### src/rtl/smb_pkg.sv
package smb_pkg;

  typedef enum logic [1:0] {
    KIND_BYTE  = 2'b00,
    KIND_HALF  = 2'b01,
    KIND_WORD  = 2'b10,
    KIND_MULTI = 2'b11
  } kind_e;

  typedef enum logic {
    DR_ADDR = 1'b0,
    DR_DATA = 1'b1
  } drain_e;

  // strobes from control to datapath
  typedef struct packed {
    logic pushAddr;
    logic pushData;
    logic popAddr;
    logic popData;
  } strobe_t;

endpackage

### src/rtl/smb_datapath.sv
module smb_datapath
  import smb_pkg::*;
#(
  parameter int ADDR_W     = 32,
  parameter int DATA_W     = 32,
  parameter int ADDR_DEPTH = 4,
  parameter int DATA_DEPTH = 8,
  parameter int LEN_W      = 4
) (
  input  logic              clk,
  input  logic              rstN,
  input  strobe_t           str,
  input  logic [ADDR_W-1:0] inAddr,
  input  logic [1:0]        inKind,
  input  logic [LEN_W-1:0]  inLen,
  input  logic [DATA_W-1:0] inData,
  output logic [ADDR_W-1:0] headAddr,
  output logic [1:0]        headKind,
  output logic [LEN_W-1:0]  headLen,
  output logic [DATA_W-1:0] headData
);

  localparam int AP_W = (ADDR_DEPTH > 1) ? $clog2(ADDR_DEPTH) : 1;
  localparam int DP_W = (DATA_DEPTH > 1) ? $clog2(DATA_DEPTH) : 1;
  localparam logic [AP_W-1:0] A_LAST = AP_W'(ADDR_DEPTH - 1);
  localparam logic [DP_W-1:0] D_LAST = DP_W'(DATA_DEPTH - 1);

  logic [ADDR_W-1:0] addrMem [ADDR_DEPTH];
  logic [1:0]        kindMem [ADDR_DEPTH];
  logic [LEN_W-1:0]  lenMem  [ADDR_DEPTH];
  logic [DATA_W-1:0] dataMem [DATA_DEPTH];

  logic [AP_W-1:0] aWr, aRd;
  logic [DP_W-1:0] dWr, dRd;

  // pointers wrap at the depth, which need not be a power of two
  always_ff @(posedge clk) begin
    if (!rstN) begin
      aWr <= '0;
      aRd <= '0;
      dWr <= '0;
      dRd <= '0;
    end else begin
      if (str.pushAddr) aWr <= (aWr == A_LAST) ? '0 : aWr + 1'b1;
      if (str.popAddr)  aRd <= (aRd == A_LAST) ? '0 : aRd + 1'b1;
      if (str.pushData) dWr <= (dWr == D_LAST) ? '0 : dWr + 1'b1;
      if (str.popData)  dRd <= (dRd == D_LAST) ? '0 : dRd + 1'b1;
    end
  end

  // one write-enabled slot per address entry
  for (genvar i = 0; i < ADDR_DEPTH; i++) begin : g_addrSlot
    always_ff @(posedge clk) begin
      if (str.pushAddr && aWr == AP_W'(i)) begin
        addrMem[i] <= inAddr;
        kindMem[i] <= inKind;
        lenMem[i]  <= inLen;
      end
    end
  end

  // one write-enabled slot per data word
  for (genvar j = 0; j < DATA_DEPTH; j++) begin : g_dataSlot
    always_ff @(posedge clk) begin
      if (str.pushData && dWr == DP_W'(j)) dataMem[j] <= inData;
    end
  end

  assign headAddr = addrMem[aRd];
  assign headKind = kindMem[aRd];
  assign headLen  = lenMem[aRd];
  assign headData = dataMem[dRd];

endmodule

### src/rtl/smb_ctrl.sv
module smb_ctrl
  import smb_pkg::*;
#(
  parameter int ADDR_DEPTH = 4,
  parameter int DATA_DEPTH = 8,
  parameter int MAX_BURST  = 8,
  parameter int LEN_W      = 4,
  parameter int ACNT_W     = 3,
  parameter int DCNT_W     = 4
) (
  input  logic              clk,
  input  logic              rstN,
  input  logic              wrValid,
  input  logic [1:0]        wrKind,
  input  logic [LEN_W-1:0]  wrCount,
  output logic              wrReady,
  output logic [LEN_W-1:0]  inLen,
  input  logic [LEN_W-1:0]  headLen,
  input  logic              busAddrReady,
  input  logic              busDataReady,
  output logic              busAddrValid,
  output logic              busDataValid,
  output logic              busDataLast,
  output strobe_t           str,
  output logic [ACNT_W-1:0] addrCount,
  output logic [DCNT_W-1:0] dataCount,
  output logic              inBurst
);

  logic [LEN_W-1:0] beatsLeft;
  logic [LEN_W-1:0] wordsLeft;
  drain_e           phase;
  logic             headerOk;
  logic             accept;

  // length requested by a header beat
  always_comb begin
    inLen = (wrKind == KIND_MULTI) ? wrCount : LEN_W'(1);
  end

  assign inBurst = (beatsLeft != '0);

  // a header needs a free address slot and room for all of its words
  always_comb begin
    headerOk = (int'(addrCount) < ADDR_DEPTH) &&
               ((int'(dataCount) + int'(inLen)) <= DATA_DEPTH) &&
               (int'(inLen) <= MAX_BURST);
  end

  assign wrReady = inBurst || headerOk;
  assign accept  = wrValid && wrReady;

  // drain side: address phase waits until the head entry is complete
  always_comb begin
    busAddrValid = (phase == DR_ADDR) && (addrCount != '0) &&
                   (int'(dataCount) >= int'(headLen));
    busDataValid = (phase == DR_DATA);
    busDataLast  = busDataValid && (wordsLeft == LEN_W'(1));
  end

  always_comb begin
    str.pushAddr = accept && !inBurst;
    str.pushData = accept;
    str.popData  = busDataValid && busDataReady;
    str.popAddr  = busDataValid && busDataReady && (wordsLeft == LEN_W'(1));
  end

  always_ff @(posedge clk) begin
    if (!rstN) begin
      addrCount <= '0;
      dataCount <= '0;
    end else begin
      addrCount <= addrCount + ACNT_W'(str.pushAddr) - ACNT_W'(str.popAddr);
      dataCount <= dataCount + DCNT_W'(str.pushData) - DCNT_W'(str.popData);
    end
  end

  // beats still owed by the core for the current multi-word store
  always_ff @(posedge clk) begin
    if (!rstN) begin
      beatsLeft <= '0;
    end else if (accept) begin
      if (!inBurst) beatsLeft <= inLen - LEN_W'(1);
      else          beatsLeft <= beatsLeft - LEN_W'(1);
    end
  end

  always_ff @(posedge clk) begin
    if (!rstN) begin
      phase     <= DR_ADDR;
      wordsLeft <= '0;
    end else begin
      case (phase)
        DR_ADDR: begin
          if (busAddrValid && busAddrReady) begin
            phase     <= DR_DATA;
            wordsLeft <= headLen;
          end
        end
        DR_DATA: begin
          if (str.popData) begin
            wordsLeft <= wordsLeft - LEN_W'(1);
            if (str.popAddr) phase <= DR_ADDR;
          end
        end
        default: phase <= DR_ADDR;
      endcase
    end
  end

endmodule

### src/rtl/store_merge_buffer.sv
module store_merge_buffer
  import smb_pkg::*;
#(
  parameter int ADDR_W     = 32,
  parameter int DATA_W     = 32,
  parameter int ADDR_DEPTH = 4,
  parameter int DATA_DEPTH = 8,
  parameter int MAX_BURST  = 8
) (
  input  logic                             clk,
  input  logic                             rstN,
  input  logic                             wrValid,
  output logic                             wrReady,
  input  logic [ADDR_W-1:0]                wrAddr,
  input  logic [1:0]                       wrKind,
  input  logic [$clog2(MAX_BURST+1)-1:0]   wrCount,
  input  logic [DATA_W-1:0]                wrData,
  output logic                             busReq,
  output logic                             bufEmpty,
  output logic                             busAddrValid,
  input  logic                             busAddrReady,
  output logic [ADDR_W-1:0]                busAddr,
  output logic [1:0]                       busKind,
  output logic [$clog2(MAX_BURST+1)-1:0]   busLen,
  output logic                             busDataValid,
  input  logic                             busDataReady,
  output logic [DATA_W-1:0]                busData,
  output logic                             busDataLast
);

  localparam int LEN_W  = $clog2(MAX_BURST + 1);
  localparam int ACNT_W = $clog2(ADDR_DEPTH + 1);
  localparam int DCNT_W = $clog2(DATA_DEPTH + 1);

  strobe_t           str;
  logic [LEN_W-1:0]  inLen;
  logic [LEN_W-1:0]  headLen;
  logic [ACNT_W-1:0] addrCount;
  logic [DCNT_W-1:0] dataCount;
  logic              inBurst;

  smb_ctrl #(
    .ADDR_DEPTH(ADDR_DEPTH),
    .DATA_DEPTH(DATA_DEPTH),
    .MAX_BURST (MAX_BURST),
    .LEN_W     (LEN_W),
    .ACNT_W    (ACNT_W),
    .DCNT_W    (DCNT_W)
  ) u_ctrl (
    .clk         (clk),
    .rstN        (rstN),
    .wrValid     (wrValid),
    .wrKind      (wrKind),
    .wrCount     (wrCount),
    .wrReady     (wrReady),
    .inLen       (inLen),
    .headLen     (headLen),
    .busAddrReady(busAddrReady),
    .busDataReady(busDataReady),
    .busAddrValid(busAddrValid),
    .busDataValid(busDataValid),
    .busDataLast (busDataLast),
    .str         (str),
    .addrCount   (addrCount),
    .dataCount   (dataCount),
    .inBurst     (inBurst)
  );

  smb_datapath #(
    .ADDR_W    (ADDR_W),
    .DATA_W    (DATA_W),
    .ADDR_DEPTH(ADDR_DEPTH),
    .DATA_DEPTH(DATA_DEPTH),
    .LEN_W     (LEN_W)
  ) u_dp (
    .clk     (clk),
    .rstN    (rstN),
    .str     (str),
    .inAddr  (wrAddr),
    .inKind  (wrKind),
    .inLen   (inLen),
    .inData  (wrData),
    .headAddr(busAddr),
    .headKind(busKind),
    .headLen (headLen),
    .headData(busData)
  );

  assign busLen   = headLen;
  assign bufEmpty = (addrCount == '0);
  assign busReq   = !bufEmpty;

endmodule

### config.mk
export PLATFORM = sky130hd
export DESIGN_NAME = store_merge_buffer
export DESIGN_NICKNAME = d
export VERILOG_FILES = /design/src/rtl/smb_pkg.sv /design/src/rtl/smb_datapath.sv /design/src/rtl/smb_ctrl.sv /design/src/rtl/store_merge_buffer.sv
export SDC_FILE = /design/constraint.sdc
export NUM_CORES = 1
export LEC_CHECK = 0
export BUFFER_PORTS_ARGS = -buffer_cell sky130_fd_sc_hd__buf_2
export CAP_MARGIN = 20
export CORE_AREA = 5 5 177 179
export DETAILED_ROUTE_END_ITERATION = 8
export DIE_AREA = 0 0 182 184
export GPL_ROUTABILITY_DRIVEN = 0
export HOLD_SLACK_MARGIN = 0.06
export PLACE_DENSITY = 0.77
export SLEW_MARGIN = 20
export SYNTH_ARGS = -nofsm -noshare
export SYNTH_HDL_FRONTEND = slang
export SYNTH_SLANG_ARGS = --single-unit
export TNS_END_PERCENT = 10
### constraint.sdc
create_clock -name clk -period 5.2 [get_ports clk]
set_clock_uncertainty 0.05 [all_clocks]
set_input_delay 0.78 -clock clk [delete_from_list [all_inputs] [get_ports clk]]
set_output_delay 0.78 -clock clk [all_outputs]
set_load 0.02 [all_outputs]
==> out/metrics.csv, run 1 <==
metric;value;unit
sequential cell area fraction in the yosys report;0.755;
cell type with the largest total area after synthesis;sky130_fd_sc_hd__edfxtp_1;
post-CTS setup buffer count;0;
status;finished clean;
post-cts gate resize count;0;
fraction of synthesized cell area taken by the top area cell type;0.718;
Worst VDD drop;0.000330;V
asr flop ratio synth;0;
die extent in y;184;um
initial antenna violation count;0;
worst setup path category;flip-flop to primary output;
leakage power;6.65;nW
wire length after detailed routing;32800;um
count of antenna-violating nets left after detailed routing;0;
post-route cell area;19700;sq um
number of cell rows;63;
clock tree from TritonCTS;built;
least setup slack across all paths after layout;1.22;ns
placement-stage cell area;18400;sq um
most used flip-flop cell after synthesis;sky130_fd_sc_hd__edfxtp_1;
most repeated cell in the gate-level netlist after synthesis;sky130_fd_sc_hd__edfxtp_1;
Port-buffer cells;150;
maximum number of pins on one net before global-route repair;50;
netlist area before placement;17100;sq um
CP Capture Type;primary output;
drt initial violations;589;
unrepaired setup endpoints after global routing;false;
area of combinational cells with multiple inputs;3960;sq um
residual DRC count;0;
Mapped Nets;905;
fin crit period;3.98;ns
Cells on Worst Hold Path;1;
setup total negative slack;0;ns
Arrival @ worst endpoint;3.15;ns
count of unique library cells instantiated by Yosys;45;
I/O pin count;151;
Tot Pwr;9.42;mW
period utilisation layout;0.765;
slack of the worst reg-to-reg path;1.70;ns
clock-pin slew on the worst setup and hold paths;0.06;ns
per-cell via count in the routed design;5.84;
total global-route track usage;0.198;
yosys warns;0;
max_cap viols;0;
post-placement setup slack;0.829;ns
effective utilization at floorplan;0.580;
worst skew pair latency;0.53;ns
worst flop-to-flop path startpoint;u_ctrl.dataCount[0];
total clock buffers created by CTS;42;
count of nets after finishing;1088;
footprint of the flip-flops and latches;12900;sq um
most numerous cell types in the synthesized netlist;sky130_fd_sc_hd__edfxtp_1, sky130_fd_sc_hd__mux4_2, sky130_fd_sc_hd__mux2_2;
Total Die Area;33500;sq um
horizontal extent of the die;182;um
layout overhead on the synthesized area;15.5;%
layout cell share with drive strength beyond 1;0.384;
count of hold buffers inserted by post-cts repair;0;
count of mapped cells out of synthesis;797;
clock net sink count;439;
critical path peak fanout;14;
critical hold path startpoint;wrAddr[11];
required time of the critical path;4.37;ns
Diodes inserted;0;
share of the core filled with cells in the final layout;0.670;
worst reg2reg endpoint;u_ctrl.addrCount[2];
average cell area after synthesis;21.4;sq um
max-slew headroom at the worst pin;0.330;
via count;8199;
number of H-tree branching levels;2;
Critical Path Source Type;flip-flop;
Pwr Density;478;nW/um^2
Worst Max-Slew Pin Slew;1.01;ns
routed wirelength normalized by instance count;23.3;um
Hold Path Class;primary input to flip-flop;
path depth of the worst reg2reg path;13;
library cell used as clock root buffer;sky130_fd_sc_hd__clkbuf_16;
Final setup violation count;0;
number of enable-type register cells in the synthesized netlist;408;
detailed-placement wirelength estimate;20100;um
number of global-route vias before repair;8803;
Max Transition Viols Final;0;
f_max;251;MHz
sum of overflow across all layers after global routing;0;
Core ar.;29400;sq um
first-pass GRT wire length;51100;um
DR pass1 iterations;5;
Clock Path Buffers;3;
number of flip-flops and latches in the synthesized netlist;439;
final hold viol count;0;
top area cells in the synthesized netlist;sky130_fd_sc_hd__edfxtp_1, sky130_fd_sc_hd__mux4_2, sky130_fd_sc_hd__dfxtp_1, sky130_fd_sc_hd__ha_1, sky130_fd_sc_hd__mux2_2;
hold path endpoint;u_dp.addrMem[3][11];
fillcell total;1842;
==> cell families (layout without fill, tap and decap cells) <==
group                      after synthesis  after routing  share of synthesized area
adders and majority gates               33             33                     0.0255
DFF                                    439            439                      0.755
buffers and inverters                   57            274                     0.0135
AOI/OAI and AO/OA                       39             39                     0.0161
muxes                                  139            139                      0.159
xor gates and xnor gates                 6              6                    0.00308
and+or+nand+nor                         84             84                     0.0282
==> metrics by stage <==
stage | cells | hold WS (ns)
finish | 1404 | 0.409
global route | 1404 | 0.386
CTS | 1404 | 0.390
detailed placement | 1326 | 0.427
global placement | 1326 | 0.415
floorplan | 797 | 0.404
==> layer usage <==
layer / routed length [um] / vias up / global-route usage
li1: - / 3643 / -
met1: 13500 / 4253 / 0.273
met2: 16800 / 253 / 0.338
met3: 1820 / 50 / 0.0348
met4: 676 / 0 / 0.0465
met5: 0 / - / 0
==> layout make-up <==
class | instances | share of cell area
flip-flops and latches | 439 | 0.654
multi-input cells | 301 | 0.201
clock buffers | 56 | 0.0586
repair buffers | 170 | 0.0489
well taps | 390 | 0.0248
clock inverters | 22 | 0.00769
inverters | 26 | 0.00495
==> critical path: stages (launching register included) <==
cell	delay, ns
sky130_fd_sc_hd__dfxtp_2	0.66
sky130_fd_sc_hd__mux4_2	0.64
sky130_fd_sc_hd__ha_1	0.31
sky130_fd_sc_hd__nand2b_1	0.14
sky130_fd_sc_hd__a211oi_1	0.26
sky130_fd_sc_hd__o21bai_1	0.21
sky130_fd_sc_hd__and3_1	0.24
sky130_fd_sc_hd__buf_2	0.16
==> power by group <==
group          internal [mW]  switching, mW  leakage [nW]
clock                   1.62           1.23         0.644
sequential              4.44          0.175          3.96
combinational          0.796           1.16          2.05
total                   6.85           2.57          6.65
==> cell usage in the layout, fill, tap and decap left out, types with 3 or more instances in the layout <==
master	synthesis	final
sky130_fd_sc_hd__mux2_2	32	32
sky130_fd_sc_hd__a21oi_1	13	13
sky130_fd_sc_hd__clkbuf_8	0	3
sky130_fd_sc_hd__edfxtp_1	408	408
sky130_fd_sc_hd__xnor2_1	4	4
sky130_fd_sc_hd__clkinv_1	0	8
sky130_fd_sc_hd__buf_12	0	5
sky130_fd_sc_hd__o21ai_0	3	3
sky130_fd_sc_hd__clkinv_2	0	9
sky130_fd_sc_hd__and3_1	13	7
sky130_fd_sc_hd__mux2i_1	5	5
sky130_fd_sc_hd__dfxtp_1	31	26
sky130_fd_sc_hd__nand2b_1	3	3
sky130_fd_sc_hd__inv_1	26	26
sky130_fd_sc_hd__nor2_1	18	18
sky130_fd_sc_hd__buf_4	0	15
sky130_fd_sc_hd__o31ai_1	3	3
sky130_fd_sc_hd__mux4_2	102	102
sky130_fd_sc_hd__dfxtp_2	0	4
sky130_fd_sc_hd__clkbuf_1	16	10
sky130_fd_sc_hd__nand2_1	18	18
sky130_fd_sc_hd__fa_1	3	3
sky130_fd_sc_hd__and2_1	6	4
sky130_fd_sc_hd__buf_2	13	150
sky130_fd_sc_hd__and3_2	0	6
sky130_fd_sc_hd__a211oi_1	5	5
sky130_fd_sc_hd__ha_1	30	30
sky130_fd_sc_hd__nand3_1	4	4
sky130_fd_sc_hd__clkbuf_16	0	43
sky130_fd_sc_hd__nor3_1	6	6
sky130_fd_sc_hd__and2_2	4	6
==> how the worst max path moves through the flow <==
stage | depth (start not counted) | slack, ns | endpoint
after floorplan | 14 | 1.29 | u_ctrl.addrCount[2]
after global placement | 15 | 0.91 | u_ctrl.addrCount[2]
after detailed placement | 15 | 0.83 | u_ctrl.addrCount[2]
after CTS | 7 | 1.14 | busAddrValid
after global routing | 7 | 1.02 | busAddrValid
final | 7 | 1.22 | busAddrValid
==> flip-flops by register name, indices dropped and copies added, names as in the netlist, 3 cells and up, named ones only <==
name	flops
u_ctrl.wordsLeft	4
u_dp.dWr	3
u_ctrl.beatsLeft	4
u_dp.dRd	3
u_dp.dataMem	256
u_dp.kindMem	8
u_dp.lenMem	16
u_ctrl.addrCount	3
u_dp.addrMem	128
u_ctrl.dataCount	4
Note: power is estimated with default switching activity, not from simulation.
==> run 2, diff against run 1 <==
--- a/config.mk
+++ b/config.mk
@@ -5,11 +5,12 @@
 export SDC_FILE = /design/constraint.sdc
 export NUM_CORES = 1
 export LEC_CHECK = 0
+export ABC_AREA = 1
 export BUFFER_PORTS_ARGS = -buffer_cell sky130_fd_sc_hd__buf_2
 export CAP_MARGIN = 20
-export CORE_AREA = 5 5 177 179
+export CORE_AREA = 5 5 179 181
 export DETAILED_ROUTE_END_ITERATION = 8
-export DIE_AREA = 0 0 182 184
+export DIE_AREA = 0 0 184 186
 export GPL_ROUTABILITY_DRIVEN = 0
 export HOLD_SLACK_MARGIN = 0.06
 export PLACE_DENSITY = 0.77
==> constraint.sdc (replaced) <==
create_clock -name clk -period 4 [get_ports clk]
set_clock_uncertainty 0.05 [all_clocks]
set_input_delay 0.6 -clock clk [delete_from_list [all_inputs] [get_ports clk]]
set_output_delay 0.6 -clock clk [all_outputs]
set_load 0.02 [all_outputs]
==> run 2 against run 1 <==
Against the previous run:
- clock power is 33% higher
- synthesized cell count is 73% higher
- combinational power increased by 33%
- register-to-register slack got worse by 0.57 ns
- sequential share of layout area down 1.5 points
- area after synthesis up 2.6%
- non-clock buffer count rose by 7
- sequential power up 27%
==> out/metrics.csv, run 2 <==
metric;value;unit;change
critical hold path startpoint;wrAddr[22];;was wrAddr[11]
total clock buffers created by CTS;43;;was 42
hold path endpoint;u_dp.addrMem[3][22];;was u_dp.addrMem[3][11]
first-pass GRT wire length;60300;um;was 51100 um
Mapped Nets;1483;;was 905
Hold Path Class;primary input to flip-flop;;unchanged
leakage power;7.28;nW;was 6.65 nW
Crit-path slowest cell;sky130_fd_sc_hd__dfxtp_2;;unchanged
worst setup path category;flip-flop to primary output;;unchanged
average cell area after synthesis;12.7;sq um;was 21.4 sq um
number of flip-flops and latches in the synthesized netlist;439;;unchanged
status;finished clean;;unchanged
sequential cell area fraction in the yosys report;0.735;;was 0.755
most repeated cell in the gate-level netlist after synthesis;sky130_fd_sc_hd__edfxtp_1;;unchanged
initial antenna violation count;4;;was 0
Max Transition Viols Final;0;;unchanged
slack of the worst reg-to-reg path;1.13;ns;was 1.70 ns
routed wirelength normalized by instance count;19.6;um;was 23.3 um
Port-buffer cells;150;;unchanged
total global-route track usage;0.223;;was 0.198
number of cell rows;64;;was 63
residual DRC count;0;;unchanged
die extent in y;186;um;was 184 um
DR pass1 iterations;5;;unchanged
I/O pin count;151;;unchanged
series of cell instances along the critical path;buf_4 > nand2_1 > nand3_1 > nand2_1 > ha_1 > nand4_1 > nand3_1 > nand3_1 > inv_1 > buf_2;;was mux4_2 > ha_1 > nand2b_1 > a211oi_1 > o21bai_1 > and3_1 > buf_2
critical path peak fanout;57;;was 14
worst skew pair latency;0.54;ns;was 0.53 ns
leading cell type in the layout, fill and taps excluded;sky130_fd_sc_hd__edfxtp_1;;unchanged
Total Die Area;34200;sq um;was 33500 sq um
Clock Path Buffers;3;;unchanged
final hold viol count;0;;unchanged
Core ar.;30300;sq um;was 29400 sq um
most used flip-flop cell after synthesis;sky130_fd_sc_hd__edfxtp_1;;unchanged
period utilisation layout;0.884;;
required time of the critical path;3.35;ns;was 4.37 ns
effective utilization at floorplan;0.578;;was 0.580
top area cells in the synthesized netlist;sky130_fd_sc_hd__edfxtp_1, sky130_fd_sc_hd__nor2_1, sky130_fd_sc_hd__o21ai_0, sky130_fd_sc_hd__dfxtp_1, sky130_fd_sc_hd__o22ai_1;;was sky130_fd_sc_hd__edfxtp_1, sky130_fd_sc_hd__mux4_2, sky130_fd_sc_hd__dfxtp_1, sky130_fd_sc_hd__ha_1, sky130_fd_sc_hd__mux2_2
Final setup violation count;0;;unchanged
max-slew headroom at the worst pin;0.486;;was 0.330
clock net sink count;439;;unchanged
layout cell share with drive strength beyond 1;0.179;;was 0.384
commonest non-fill, non-tap cells in the layout;sky130_fd_sc_hd__edfxtp_1, sky130_fd_sc_hd__nor2_1, sky130_fd_sc_hd__o21ai_0, sky130_fd_sc_hd__buf_2, sky130_fd_sc_hd__o22ai_1;;was sky130_fd_sc_hd__edfxtp_1, sky130_fd_sc_hd__buf_2, sky130_fd_sc_hd__mux4_2, sky130_fd_sc_hd__clkbuf_16, sky130_fd_sc_hd__mux2_2
clock tree from TritonCTS;built;;unchanged
Worst Max-Slew Pin Slew;0.771;ns;was 1.01 ns
Critical Path Source Type;flip-flop;;unchanged
maximum number of pins on one net before global-route repair;69;;was 50
post-CTS setup buffer count;0;;unchanged
via count;11200;;was 8199
netlist area before placement;17500;sq um;was 17100 sq um
setup total negative slack;0;ns;unchanged
library cell used as clock root buffer;sky130_fd_sc_hd__clkbuf_16;;unchanged
count of mapped cells out of synthesis;1375;;was 797
Tot Pwr;12.2;mW;was 9.42 mW
sum of overflow across all layers after global routing;0;;unchanged
wire length after detailed routing;38300;um;was 32800 um
count of hold buffers inserted by post-cts repair;0;;unchanged
least setup slack across all paths after layout;0.463;ns;was 1.22 ns
Arrival @ worst endpoint;2.89;ns;was 3.15 ns
f_max;283;MHz;
Worst Path Buf+Inv;3;;was 1
Cells on Worst Hold Path;1;;unchanged
horizontal extent of the die;184;um;was 182 um
drt initial violations;1036;;was 589
most repeated library cell on the critical path;sky130_fd_sc_hd__nand3_1;;
per-cell via count in the routed design;5.76;;was 5.84
number of H-tree branching levels;2;;unchanged
yosys warns;0;;unchanged
post-placement setup slack;0.335;ns;was 0.829 ns
DP Cell Count;1875;;was 1326
Worst VDD drop;0.000467;V;was 0.000330 V
unrepaired setup endpoints after global routing;false;;unchanged
CP delay by family, top;buffers and inverters;;was flip-flops
worst reg2reg endpoint;u_ctrl.addrCount[2];;unchanged
total number of cells along the worst setup path;10;;was 7
number of global-route vias before repair;11400;;was 8803
share of the core filled with cells in the final layout;0.666;;was 0.670
clock-pin slew on the worst setup and hold paths;0.06;ns;about the same
Final Non-Filler Cells;1952;;was 1404
fraction of synthesized cell area taken by the top area cell type;0.700;;was 0.718
path depth of the worst reg2reg path;12;;was 13
Reg with most FFs;u_dp.dataMem;;unchanged
fin crit period;3.54;ns;
count of nets after finishing;1632;;was 1088
count of unique library cells instantiated by Yosys;39;;was 45
maximum cell stage delay along the critical path;0.57;ns;was 0.66 ns
Pwr Density;607;nW/um^2;was 478 nW/um^2
most numerous cell types in the synthesized netlist;sky130_fd_sc_hd__edfxtp_1, sky130_fd_sc_hd__nor2_1, sky130_fd_sc_hd__o21ai_0;;was sky130_fd_sc_hd__edfxtp_1, sky130_fd_sc_hd__mux4_2, sky130_fd_sc_hd__mux2_2
detailed-placement wirelength estimate;22200;um;was 20100 um
asr flop ratio synth;0;;unchanged
cell type with the largest total area after synthesis;sky130_fd_sc_hd__edfxtp_1;;unchanged
count of antenna-violating nets left after detailed routing;0;;unchanged
Regs by FF count;u_dp.dataMem: 256 flops, u_dp.addrMem: 128 flops, u_dp.lenMem: 16 flops;;unchanged
number of flip-flops under the largest register name;256;;unchanged
max_cap viols;0;;unchanged
post-cts gate resize count;0;;unchanged
layout overhead on the synthesized area;15.1;%;was 15.5%
number of enable-type register cells in the synthesized netlist;408;;unchanged
CP Capture Type;primary output;;unchanged
worst flop-to-flop path startpoint;u_ctrl.dataCount[0];;unchanged
==> run 2: changes by cell type after synthesis, moves of 24 or more <==
| cell | delta |
|---|---|
| sky130_fd_sc_hd__o21ai_0 | +196 |
| sky130_fd_sc_hd__inv_1 | +24 |
| sky130_fd_sc_hd__a31oi_1 | +31 |
| sky130_fd_sc_hd__nor2_1 | +316 |
| sky130_fd_sc_hd__o22ai_1 | +64 |
| sky130_fd_sc_hd__mux4_2 | -102 |
| sky130_fd_sc_hd__mux2_2 | -32 |
| sky130_fd_sc_hd__nand2_1 | +44 |
==> run 2: per-layer routing <==
metal  wire length [um]  GRT usage
met2              19200      0.385
met3               2710     0.0395
met4               1190     0.0763
met1              15200      0.290
met5                 27          0
==> run 2: how the worst max path moves through the flow <==
stage                                to  slack [ns]
detailed placement  u_ctrl.addrCount[2]        0.34
global route               busAddrValid        0.16
CTS                        busAddrValid        0.44
global placement    u_ctrl.addrCount[2]        0.42
floorplan            u_dp.dataMem[0][0]       -0.86
finish                     busAddrValid        0.46
==> run 2: power by group <==
group,total (mW),internal [mW],switching [mW]
Clock,3.80,2.15,1.64
Sequential,5.84,5.64,0.195
Combinational,2.59,0.818,1.78
==> run 2: kinds of logic (layout without fill, tap and decap cells) <==
family,after synthesis,after routing,synth area share
simple gates,440,440,0.102
flops,439,439,0.735
compound gates,326,326,0.102
buf+inv,131,310,0.0325
fa+ha+maj,33,33,0.0249
xor+xnor,6,6,0.00300
other cells,0,2,0
==> run 2: through the flow <==
step | area, sq um | hold WS, ns
after floorplan | 17500 | 0.413
after detailed placement | 18800 | 0.444
after global routing | 20100 | 0.211
after CTS | 20100 | 0.211
after global placement | 18800 | 0.442
final | 20100 | 0.226
==> run 2: cell type report <==
cell class	instances	area, sq um
well taps	396	495
diodes	2	5.00
fillers	2106	10100
multi-input cells	805	4140
flip-flops and latches	439	12900
clock buffers	60	1150
repair buffers	177	1090
inverters	58	219
clock inverters	15	168
